--- src/rtl/txch_sched_pkg.sv ---
package txch_sched_pkg;

  // control -> datapath: whether the streaming path may pass beats
  typedef struct packed {
    logic pass;
  } gateStrbT;

  // datapath -> control: packet boundary taken by the sink
  typedef struct packed {
    logic eopAcc;
  } pktStrbT;

endpackage

--- src/rtl/txch_prio_pick.sv ---
module txch_prio_pick #(
  parameter int NUM_CH = 4,
  parameter int LEVELS = 4,
  parameter int CH_W   = (NUM_CH > 1) ? $clog2(NUM_CH) : 1,
  parameter int LW     = (LEVELS > 1) ? $clog2(LEVELS) : 1
) (
  input  logic [NUM_CH-1:0]           elig,
  input  logic [NUM_CH-1:0][LW-1:0]   chLvl,
  input  logic [LEVELS-1:0][CH_W-1:0] rrPtr,
  output logic                        anyElig,
  output logic [CH_W-1:0]             pickCh,
  output logic [LW-1:0]               pickLvl
);

  always_comb begin
    logic [CH_W-1:0] idx;
    anyElig = 1'b0;
    pickCh  = '0;
    pickLvl = '0;
    idx     = '0;
    for (int lv = 0; lv < LEVELS; lv++) begin
      for (int off = 1; off <= NUM_CH; off++) begin
        idx = CH_W'((int'(rrPtr[lv]) + off) % NUM_CH);
        if (!anyElig && elig[idx] && (chLvl[idx] == LW'(lv))) begin
          anyElig = 1'b1;
          pickCh  = idx;
          pickLvl = LW'(lv);
        end
      end
    end
  end

endmodule

--- src/rtl/txch_sched_ctrl.sv ---
module txch_sched_ctrl
  import txch_sched_pkg::*;
#(
  parameter int NUM_CH = 4,
  parameter int LEVELS = 4,
  parameter int PRIO_W = 4,
  parameter int CH_W   = (NUM_CH > 1) ? $clog2(NUM_CH) : 1,
  parameter int LW     = (LEVELS > 1) ? $clog2(LEVELS) : 1
) (
  input  logic              clk,
  input  logic              rstN,
  input  logic [NUM_CH-1:0] chTrig,
  input  logic              cfgWe,
  input  logic [CH_W-1:0]   cfgCh,
  input  logic [PRIO_W-1:0] cfgPrio,
  input  logic              cfgEn,
  input  logic              cfgPause,
  input  logic              cfgTeardown,
  input  pktStrbT           pktS,
  output gateStrbT          gateS,
  output logic              grantValid,
  output logic [CH_W-1:0]   grantCh,
  output logic [NUM_CH-1:0] chEnable,
  output logic [NUM_CH-1:0] tdDone
);

  logic [NUM_CH-1:0][PRIO_W-1:0] prioR;
  logic [NUM_CH-1:0]             enR, pauseR, tdR, tdDoneR;
  logic                          busy;
  logic [CH_W-1:0]               grantChR;
  logic [LW-1:0]                 grantLvl;
  logic [LEVELS-1:0][CH_W-1:0]   rrPtr;

  logic [NUM_CH-1:0]             elig;
  logic [NUM_CH-1:0][LW-1:0]     chLvl;
  logic                          anyElig;
  logic [CH_W-1:0]               pickCh;
  logic [LW-1:0]                 pickLvl;
  logic                          release_;

  always_comb begin
    for (int i = 0; i < NUM_CH; i++) begin
      chLvl[i] = (prioR[i] >= PRIO_W'(LEVELS - 1)) ? LW'(LEVELS - 1) : LW'(prioR[i]);
    end
  end

  assign elig = chTrig & enR & ~pauseR & ~tdR;

  txch_prio_pick #(
    .NUM_CH(NUM_CH), .LEVELS(LEVELS), .CH_W(CH_W), .LW(LW)
  ) u_pick (
    .elig   (elig),
    .chLvl  (chLvl),
    .rrPtr  (rrPtr),
    .anyElig(anyElig),
    .pickCh (pickCh),
    .pickLvl(pickLvl)
  );

  assign gateS.pass = busy && enR[grantChR];
  assign release_   = busy && (pktS.eopAcc || !enR[grantChR]);

  always_ff @(posedge clk or negedge rstN) begin
    if (!rstN) begin
      prioR    <= '0;
      enR      <= '0;
      pauseR   <= '0;
      tdR      <= '0;
      tdDoneR  <= '0;
      busy     <= 1'b0;
      grantChR <= '0;
      grantLvl <= '0;
      for (int lv = 0; lv < LEVELS; lv++) rrPtr[lv] <= CH_W'(NUM_CH - 1);
    end else begin
      if (cfgWe) begin
        if (!enR[cfgCh]) prioR[cfgCh] <= cfgPrio;
        enR[cfgCh]    <= cfgEn;
        pauseR[cfgCh] <= cfgPause;
        tdR[cfgCh]    <= cfgTeardown;
        if (cfgEn) tdDoneR[cfgCh] <= 1'b0;
      end
      for (int i = 0; i < NUM_CH; i++) begin
        if (tdR[i] && (!(busy && grantChR == CH_W'(i)) || pktS.eopAcc)) begin
          tdDoneR[i] <= 1'b1;
          enR[i]     <= 1'b0;
          tdR[i]     <= 1'b0;
        end
      end
      if (release_) begin
        busy            <= 1'b0;
        rrPtr[grantLvl] <= grantChR;
      end else if (!busy && anyElig) begin
        busy     <= 1'b1;
        grantChR <= pickCh;
        grantLvl <= pickLvl;
      end
    end
  end

  assign grantValid = gateS.pass;
  assign grantCh    = grantChR;
  assign chEnable   = enR;
  assign tdDone     = tdDoneR;


  grant_hold_chk: assert property (@(posedge clk) disable iff (!rstN)
    (busy && enR[grantChR] && !pktS.eopAcc && !cfgWe) |=> (busy && $stable(grantChR)));


  dis_release_chk: assert property (@(posedge clk) disable iff (!rstN)
    (busy && !enR[grantChR]) |=> !busy);


  td_clears_en_chk: assert property (@(posedge clk) disable iff (!rstN)
    ((tdDoneR & ~$past(tdDoneR) & enR) == '0));


  grant_needs_elig_chk: assert property (@(posedge clk) disable iff (!rstN)
    !busy |=> (!busy || $past(anyElig)));

endmodule

--- src/rtl/txch_sched_dpath.sv ---
module txch_sched_dpath
  import txch_sched_pkg::*;
#(
  parameter int DATA_W = 128
) (
  input  gateStrbT          gateS,
  output pktStrbT           pktS,
  input  logic [DATA_W-1:0] srcData,
  input  logic              srcValid,
  input  logic              srcEop,
  output logic              srcReady,
  output logic [DATA_W-1:0] outData,
  output logic              outValid,
  output logic              outEop,
  input  logic              outReady
);

  assign outData     = srcData;
  assign outValid    = srcValid && gateS.pass;
  assign outEop      = srcEop && gateS.pass;
  assign srcReady    = outReady && gateS.pass;
  assign pktS.eopAcc = srcValid && srcEop && outReady && gateS.pass;

endmodule

--- src/rtl/txch_sched.sv ---
module txch_sched
  import txch_sched_pkg::*;
#(
  parameter int NUM_CH = 4,
  parameter int LEVELS = 4,
  parameter int PRIO_W = 4,
  parameter int DATA_W = 128,
  parameter int CH_W   = (NUM_CH > 1) ? $clog2(NUM_CH) : 1
) (
  input  logic              clk,
  input  logic              rstN,
  input  logic [NUM_CH-1:0] chTrig,
  input  logic              cfgWe,
  input  logic [CH_W-1:0]   cfgCh,
  input  logic [PRIO_W-1:0] cfgPrio,
  input  logic              cfgEn,
  input  logic              cfgPause,
  input  logic              cfgTeardown,
  input  logic [DATA_W-1:0] srcData,
  input  logic              srcValid,
  input  logic              srcEop,
  output logic              srcReady,
  output logic [DATA_W-1:0] outData,
  output logic              outValid,
  output logic              outEop,
  input  logic              outReady,
  output logic              grantValid,
  output logic [CH_W-1:0]   grantCh,
  output logic [NUM_CH-1:0] chEnable,
  output logic [NUM_CH-1:0] tdDone
);

  gateStrbT gateS;
  pktStrbT  pktS;

  txch_sched_ctrl #(
    .NUM_CH(NUM_CH), .LEVELS(LEVELS), .PRIO_W(PRIO_W), .CH_W(CH_W)
  ) u_ctrl (
    .clk(clk), .rstN(rstN), .chTrig(chTrig),
    .cfgWe(cfgWe), .cfgCh(cfgCh), .cfgPrio(cfgPrio), .cfgEn(cfgEn),
    .cfgPause(cfgPause), .cfgTeardown(cfgTeardown),
    .pktS(pktS), .gateS(gateS),
    .grantValid(grantValid), .grantCh(grantCh),
    .chEnable(chEnable), .tdDone(tdDone)
  );

  txch_sched_dpath #(.DATA_W(DATA_W)) u_dpath (
    .gateS(gateS), .pktS(pktS),
    .srcData(srcData), .srcValid(srcValid), .srcEop(srcEop), .srcReady(srcReady),
    .outData(outData), .outValid(outValid), .outEop(outEop), .outReady(outReady)
  );

endmodule

--- config.mk ---
export PLATFORM = sky130hd
export DESIGN_NAME = txch_sched
export DESIGN_NICKNAME = d
export VERILOG_FILES = /design/src/rtl/txch_sched_pkg.sv /design/src/rtl/txch_prio_pick.sv /design/src/rtl/txch_sched_ctrl.sv /design/src/rtl/txch_sched_dpath.sv /design/src/rtl/txch_sched.sv
export SDC_FILE = /design/constraint.sdc
export NUM_CORES = 1
export LEC_CHECK = 0
export BUFFER_PORTS_ARGS = -buffer_cell sky130_fd_sc_hd__buf_4
export CAP_MARGIN = 20
export CORE_AREA = 2 2 113 115
export CTS_BUF_LIST = sky130_fd_sc_hd__clkbuf_16
export CTS_CLUSTER_SIZE = 8
export DETAILED_ROUTE_END_ITERATION = 12
export DIE_AREA = 0 0 115 117
export GPL_ROUTABILITY_DRIVEN = 1
export PLACE_DENSITY = 0.67
export SYNTH_ARGS = -nofsm -noshare
export SYNTH_HDL_FRONTEND = slang
export SYNTH_SLANG_ARGS = --single-unit
--- constraint.sdc ---
create_clock -name clk -period 3.3 [get_ports clk]
set_input_delay 0.165 -clock clk [delete_from_list [all_inputs] [get_ports clk]]
set_output_delay 0.165 -clock clk [all_outputs]
set_load 0.03 [all_outputs]
---- After elaboration in Yosys (flattened, before gate mapping) ----
Index checks and enable logic that the tools add are counted.
cells by class
  add/sub/neg operators ................... 16
  multipliers ............................. 0
  div/mod/pow operators ................... 0
  $lt $le $gt $ge ......................... 25
  eq/ne operators ......................... 15
  shifts and indexed selects .............. 0
  muxes and demuxes ....................... 145
  bitwise logic cells ..................... 9
  reduce and logical (&&, ||, !) cells .... 96
operators by type and width
  kind                                                                count
  2-to-1 mux 2 bit                                                    48
  binary-select mux 2 bit (select 2 bit)                              16
  < comparator 2 x 3 -> 1 bit (second input constant)                 19
  logical AND 1 bit                                                   50
  2-to-1 mux 1 bit                                                    50
  binary-select mux 1 bit (select 2 bit)                              18
  zero test 1 bit                                                     21
  equality test 2 bit (second input constant)                         10
  2-to-1 mux 4 bit                                                    5
  nonzero test 2 bit                                                  9
  adder 2 x 1 -> 2 bit (second input constant)                        8
  adder 2 bit (second input constant)                                 8
  bitwise AND 4 bit                                                   4
  bitwise mux 16 bit                                                  1
  greater-or-equal comparator 4 x 2 -> 1 bit (second input constant)  4
  bitwise mux 4 bit                                                   3
  inverter 4 bit                                                      3
  AND reduction 2 bit                                                 6
  equality test 2 x 1 -> 1 bit (second input constant)                5
  zero test 2 bit                                                     5
  bitwise mux 8 bit                                                   1
  demux 4 bit (select 2 bit)                                          1
  logical OR 1 bit                                                    5
  demux 2 bit (select 2 bit)                                          1
  3 further kinds                                                     5
storage, ports and cells
  flip-flop bits (word level) ............. 45
  latch bits .............................. 0
  memory bits (writable) .................. 0
  bits in read-only memories .............. 0
  bits of input ports ..................... 147
  word-level logic and storage cells ...... 330
  memories kept ........................... 0

---- Logic depth before layout (Yosys ltp) ----
  depth after elaboration ................. 70
  gate-level depth with buffers ........... 10

---- Hierarchy ----
Synthesis repeated with hierarchy kept, for this count alone.
second synthesis, totals
  cells, all modules ...................... 480
  area total of the unflattened synthesis .. 4451.8 sq um
by module, submodules not included
  module            instances  cells each  area each (sq um)  sequential area each (sq um)
  txch_sched_ctrl   1          150         1978.1             1136.1
  txch_prio_pick    1          198         1481.4             0.0
  txch_sched_dpath  1          132         992.2              0.0

---- Worst setup path after synthesis ----
Ideal clock, no wire load.
  path kind ............................... reg-to-reg
  from .................................... register u_ctrl.grantChR[0] (netlist: u_ctrl.grantCh[0])
  to ...................................... register u_ctrl.tdDoneR[2] (netlist: u_ctrl.tdDone[2])
  setup time .............................. 0.118 ns
  data arrival time ....................... 2.477 ns
  data required time ...................... 3.182 ns
  path slack .............................. 0.705 ns
  stages on the path, launching flop included .. 9
  buffers on the path ..................... 1
  period minus slack after synthesis ...... 2.595 ns
  cells stage by stage .................... dfrtp_1 clkbuf_1 mux4_2 and2_1 nand2_1 inv_1 a31oi_1 a31oi_1 a21o_1
between the ends
  cells in the longest elaborated chain, start to end .. 8
  elaborated cells between the ends (all ways) .. 13
  classes of those cells .................. eq/ne: 1; mux: 3; reduce/logical: 9
ends and longest elaborated chain
  what                                      line                    source
  from (decl)                               txch_sched_ctrl.sv:30   logic [CH_W-1:0] grantChR;
  from (signal assigned)                    txch_sched_ctrl.sv:94   grantChR <= pickCh;
  binary-select mux 1 bit (select 2 bit) *  txch_sched_ctrl.sv:60   assign gateS.pass = busy && enR[grantChR];
  2-to-1 mux 1 bit (implied by the code) *  txch_sched_ctrl.sv:60
  logical AND 1 bit *                       txch_sched_ctrl.sv:60
  via grantValid                            txch_sched.sv:27        output logic grantValid,
  logical AND 1 bit *                       txch_sched_dpath.sv:22  assign pktS.eopAcc = srcValid && srcEop && outReady && gateS.pass;
  logical OR 1 bit *                        txch_sched_ctrl.sv:83   if (tdR[i] && (!(busy && grantChR == CH_W'(i)) || pktS.eopAcc)) begin
  logical AND 1 bit *                       txch_sched_ctrl.sv:83
  nonzero test 2 bit (no line)              -
  AND reduction 2 bit (no line)             -
  to (signal assigned)                      txch_sched_ctrl.sv:69   tdDoneR <= '0;
  to (signal, indexed assignment)           txch_sched_ctrl.sv:80   if (cfgEn) tdDoneR[cfgCh] <= 1'b0;
  to (signal, indexed assignment)           txch_sched_ctrl.sv:84   tdDoneR[i] <= 1'b1;
  to (decl)                                 txch_sched_ctrl.sv:28   logic [NUM_CH-1:0] enR, pauseR, tdR, tdDoneR;
The timed path passes the listed nets; every way through them passes the cells marked *. The select of a mux whose other input is x is not followed.
A chain may end at the register's enable or synchronous reset.

---- Worst setup path in the final report ----
  from .................................... register u_ctrl.pauseR[1]
  to ...................................... register u_ctrl.grantChR[0] (netlist: u_ctrl.grantCh[0])
between the ends
  cells in the longest elaborated chain, start to end .. 69
  elaborated cells between the ends (all ways) .. 115
  classes of those cells .................. mux: 64; bitwise: 3; reduce/logical: 48
ends and longest elaborated chain
  what                                    line                   source
  from (decl)                             txch_sched_ctrl.sv:28
  from (signal, indexed assignment)       txch_sched_ctrl.sv:78  pauseR[cfgCh] <= cfgPause;
  inverter 4 bit *                        txch_sched_ctrl.sv:47  assign elig = chTrig & enR & ~pauseR & ~tdR;
  bitwise AND 4 bit * (2 in a row)        txch_sched_ctrl.sv:47
  binary-select mux 1 bit (select 2 bit)  txch_prio_pick.sv:24   if (!anyElig && elig[idx] && (chLvl[idx] == LW'(lv))) begin
  2-to-1 mux 1 bit (implied by the code)  txch_prio_pick.sv:24
  logical AND 1 bit                       txch_prio_pick.sv:24
  2-to-1 mux 1 bit                        txch_prio_pick.sv:24
  zero test 1 bit                         txch_prio_pick.sv:24
  logical AND 1 bit (2 in a row)          txch_prio_pick.sv:24
  [... 49 more ...]                       -
  zero test 1 bit                         txch_prio_pick.sv:24
  logical AND 1 bit (2 in a row)          txch_prio_pick.sv:24
  2-to-1 mux 1 bit                        txch_prio_pick.sv:24
  zero test 1 bit                         txch_prio_pick.sv:24
  logical AND 1 bit (2 in a row)          txch_prio_pick.sv:24
  2-to-1 mux 1 bit                        txch_prio_pick.sv:24
  logical AND 1 bit                       txch_sched_ctrl.sv:92  end else if (!busy && anyElig) begin
  AND reduction 2 bit (no line)           -
Mark *: on every way between the ends. The rest lies on a longest branch, timed or not. The select of a mux whose other input is x is not followed.

==> impl_summary.md <==
Placement
The post-placement worst setup slack is 0.585 ns. The number of port buffers is 32. Detailed placement ended at an HPWL of 12.4 mm. The congestion estimate from routability-driven global placement came to 1.00.

CTS
Clock-pin slew was measured on the worst setup and hold paths at 0.07 ns. TritonCTS built the clock tree. The clock net in this run drives a total of 45 sinks. The clock latency reported for the late side of the worst-skew pair is 0.29 ns.

The clock passes through at most 2 buffers. The cell sitting at the root of the clock tree is a clkbuf_16. CTS built an H-tree with a depth of 2.

Post-CTS repair changed the size of 0 cells. TritonCTS created 5 clock buffers.

STA
The final worst-path cycle share is 84.4%. The number of endpoints with negative hold slack in the final report is 0. The highest clock rate is 359 MHz.

The transition time at the pin with the least slew margin is 0.790 ns. The worst pin sits at a relative slew slack of 46.9%. Setup violations remaining at the end of the flow were counted as 0. For the final database, setup skew stands at 0.00765 ns. The post-route minimum period is 2.78 ns. The number of slew-limit violations in the final report is 0.

Setup repair after global routing left no endpoint under its margin. The worst setup slack after layout is 0.516 ns. The worst slack on hold paths is 0.116 ns. The setup total negative slack is 0 ns.

Synth
The most used flip-flop cell after synthesis is dfrtp_1. The gate count after technology mapping is 481. The post-synthesis sequential element count is 45. The distinct cell type count after synthesis is 59. The post-synth design cell area is 4020 um^2. The post-synthesis average cell area is 8.36 um^2. The net count after synthesis is 628. The synthesized design contains 0 enable-type register cells. After synthesis, flip-flops and latches occupy 28.3% of the total area. The async set-reset flop share out of synthesis is 100%. The yosys synthesis warning count is 0.

Status
The flow ran to the end, and the final reports show no timing, DRC or antenna violations.

Finish
After the last flow step, the layout net total stands at 527. The layout overhead on the synthesized area is -10.7%. The repair_antennas step left the layout with diodes totalling 0.

In the final layout, the share of cells above drive strength 1 is 21.5%.

Routing
The count of TritonRoute iterations in the first routing pass is 6. Using the TritonRoute via totals, the vias-per-cell ratio works out to 5.97. Wires add up to 14.8 mm. In this run, the number of DRC markers left after iteration 0 of detailed routing was 229.

In this run the remaining antenna-violating nets after routing total 0. The total vias in the final route is 3169. Dividing the detail-routed wire length by the instance count gives 27.8 um. After detailed routing, the number of remaining DRC violations is 0.

Pwr
The peak supply drop is 365 uV. In this run the power density over the cells is 807 nW/um^2. The leakage power of the design is 1.41 nW.

Min path
In this run the worst hold path is classified as primary input to flip-flop.

Critical path
Data on the critical path is required at its endpoint by 3.46 ns. For this design, the slowest cell found on the critical path is or4_1. The largest fanout on the critical path is 10.

By startpoint and endpoint, the worst setup path is classified as flip-flop to flip-flop. Traced cell by cell, the critical path runs through nand4bb_1, or4_1, nor3_4, a2111oi_2, a211oi_2, a21oi_1, o311ai_1, o211ai_1. The kind of launch point of the worst setup path is a flip-flop.

STA classifies the critical path endpoint as a flip-flop. In this design, the largest share of critical-path delay is due to simple AND/OR/NAND/NOR gates. On the worst path, the slowest cell contributes a delay of 0.75 ns.

The critical path contains buffers and inverters numbering 0 combined. The arrival time of the worst setup path is 2.94 ns.

Global route
The via count of the first global-routing pass came to 2964. The residual overflow from global routing is 0. The maximum number of pins on one net before global-route repair is 46. Global routing consumed, over all layers together, 20.7% of the routing resources. The number of antenna violations at the first check in global routing is 0.

The wire length of the first global-routing pass is 20.1 mm.

Die
The die covers 13500 um^2. Measured along the x axis, the die boundary spans 115 um. The initial core utilization is 32.7%. The die boundary height is 117 um. 289 I/O pins were placed. The area inside the core boundary is 12300 um^2.

In this run the core area contains 41 standard-cell rows.

Run
The tool flagged a number of max-cap violations equal to 0.
layout make-up:
class / count / area [um^2]
fill: 1295 / 8720
multi-input combinational: 282 / 1820
sequential: 45 / 1140
timing repair buffer: 35 / 265
tap: 150 / 188
clock buffer: 5 / 125
inverter: 11 / 41.3
clock inverter: 3 / 18.8
cells in the mapped netlist (9+ instances only):
cell      instances  area [um^2]
buf_4           129          968
dfrtp_1          37          926
nand2_1          37          139
nor2_1           33          124
o21ai_0          24          120
mux2_2           22          248
a21oi_1          19         95.1
nor3_1           15         75.1
nand3_1          12         60.1
inv_1            11         41.3
a31oi_1          10         62.6
clkbuf_1         10         37.5
a21o_1            9         67.6
sequential cells by signal, indices dropped and copies added, names as in the netlist:
name	count
u_ctrl.prioR	16
u_ctrl.rrPtr	8
u_ctrl.chEnable	4
u_ctrl.pauseR	4
u_ctrl.tdDone	4
u_ctrl.tdR	4
u_ctrl.grantCh	2
u_ctrl.grantLvl	2
u_ctrl.busy	1
cells by family after synthesis:
| kind of cell | after synthesis | share of synthesized area, % |
|---|---|---|
| AO/OA/AOI/OAI | 105 | 17.2 |
| buffers and inverters | 154 | 26.5 |
| flip-flops | 45 | 28.3 |
| multiplexers | 27 | 7.72 |
| AND/OR/NAND/NOR | 150 | 20.2 |
layer usage:
layer / global-route usage, % / routed length (um) / part of all wire (%)
met5: 2.59 / 56 / 0.38
met4: 4.66 / 320 / 2.2
met3: 21.8 / 3590 / 24
met2: 33.6 / 6750 / 46
met1: 17.6 / 4040 / 27
path summary, 6_finish.rpt:
path	end	start	slack, ns	cells after the start
worst max-delay path	u_ctrl.grantCh[0]	u_ctrl.pauseR[1]	0.52	8
worst min-delay path	u_ctrl.pauseR[0]	cfgPause	0.12	3
worst max register to register	u_ctrl.grantCh[0]	u_ctrl.pauseR[1]	0.52	8
worst min register to register	u_ctrl.pauseR[0]	u_ctrl.pauseR[0]	0.47	2
max in group asynchronous	u_ctrl.prioR[11]	rstN	2.48	2
min in group asynchronous	u_ctrl.tdDone[1]	rstN	0.42	2
layout by cell type (no fill, tap or decap), drive strengths merged, types with 4 or more instances in the layout:
master	instances
or4	5
inv	12
nand3	12
nor2	34
nand4bb	4
dfstp	8
o22ai	4
and2	4
a21o	9
o211ai	4
mux2	22
buf	34
nand2	37
dfrtp	37
a31oi	10
or4b	5
a211oi	8
mux2i	4
a22oi	4
nor3	16
o21ai	27
a21oi	19
or2	8
clkbuf	5
per-stage QoR:
| step | power [mW] | cell area [um^2] | instances | util, % |
|---|---|---|---|---|
| 2_1_floorplan | 2.25 | 4020 | 481 | - |
| 3_3_place_gp | 2.35 | 3440 | 522 | 27.9 |
| 3_5_place_dp | 2.38 | 3440 | 522 | 27.9 |
| 4_1_cts | 2.89 | 3590 | 531 | 29.2 |
| 5_1_grt | 3.10 | 3590 | 531 | 29.2 |
| 6_report | 2.90 | 3590 | 531 | 29.2 |
worst register-to-register path: stages, from the launching register on:
cell and delay, ns:
dfrtp_1 0.38, nand4bb_1 0.42, or4_1 0.75, nor3_4 0.20
a2111oi_2 0.09, a211oi_2 0.28, a21oi_1 0.11, o311ai_1 0.29
o211ai_1 0.13
power breakdown:
group	switching (mW)	internal (mW)	leakage (nW)
Clock	0.223	0.278	0.0672
Sequential	0.320	0.805	0.525
Combinational	0.731	0.542	0.814
Total	1.27	1.63	1.41
what timing repair did:
action                    4_1_cts  5_1_grt
hold buffers                    1        0
hold endpoints to repair       37        0
setup buffers                   0        0
Note: power is estimated with default switching activity, not from simulation.
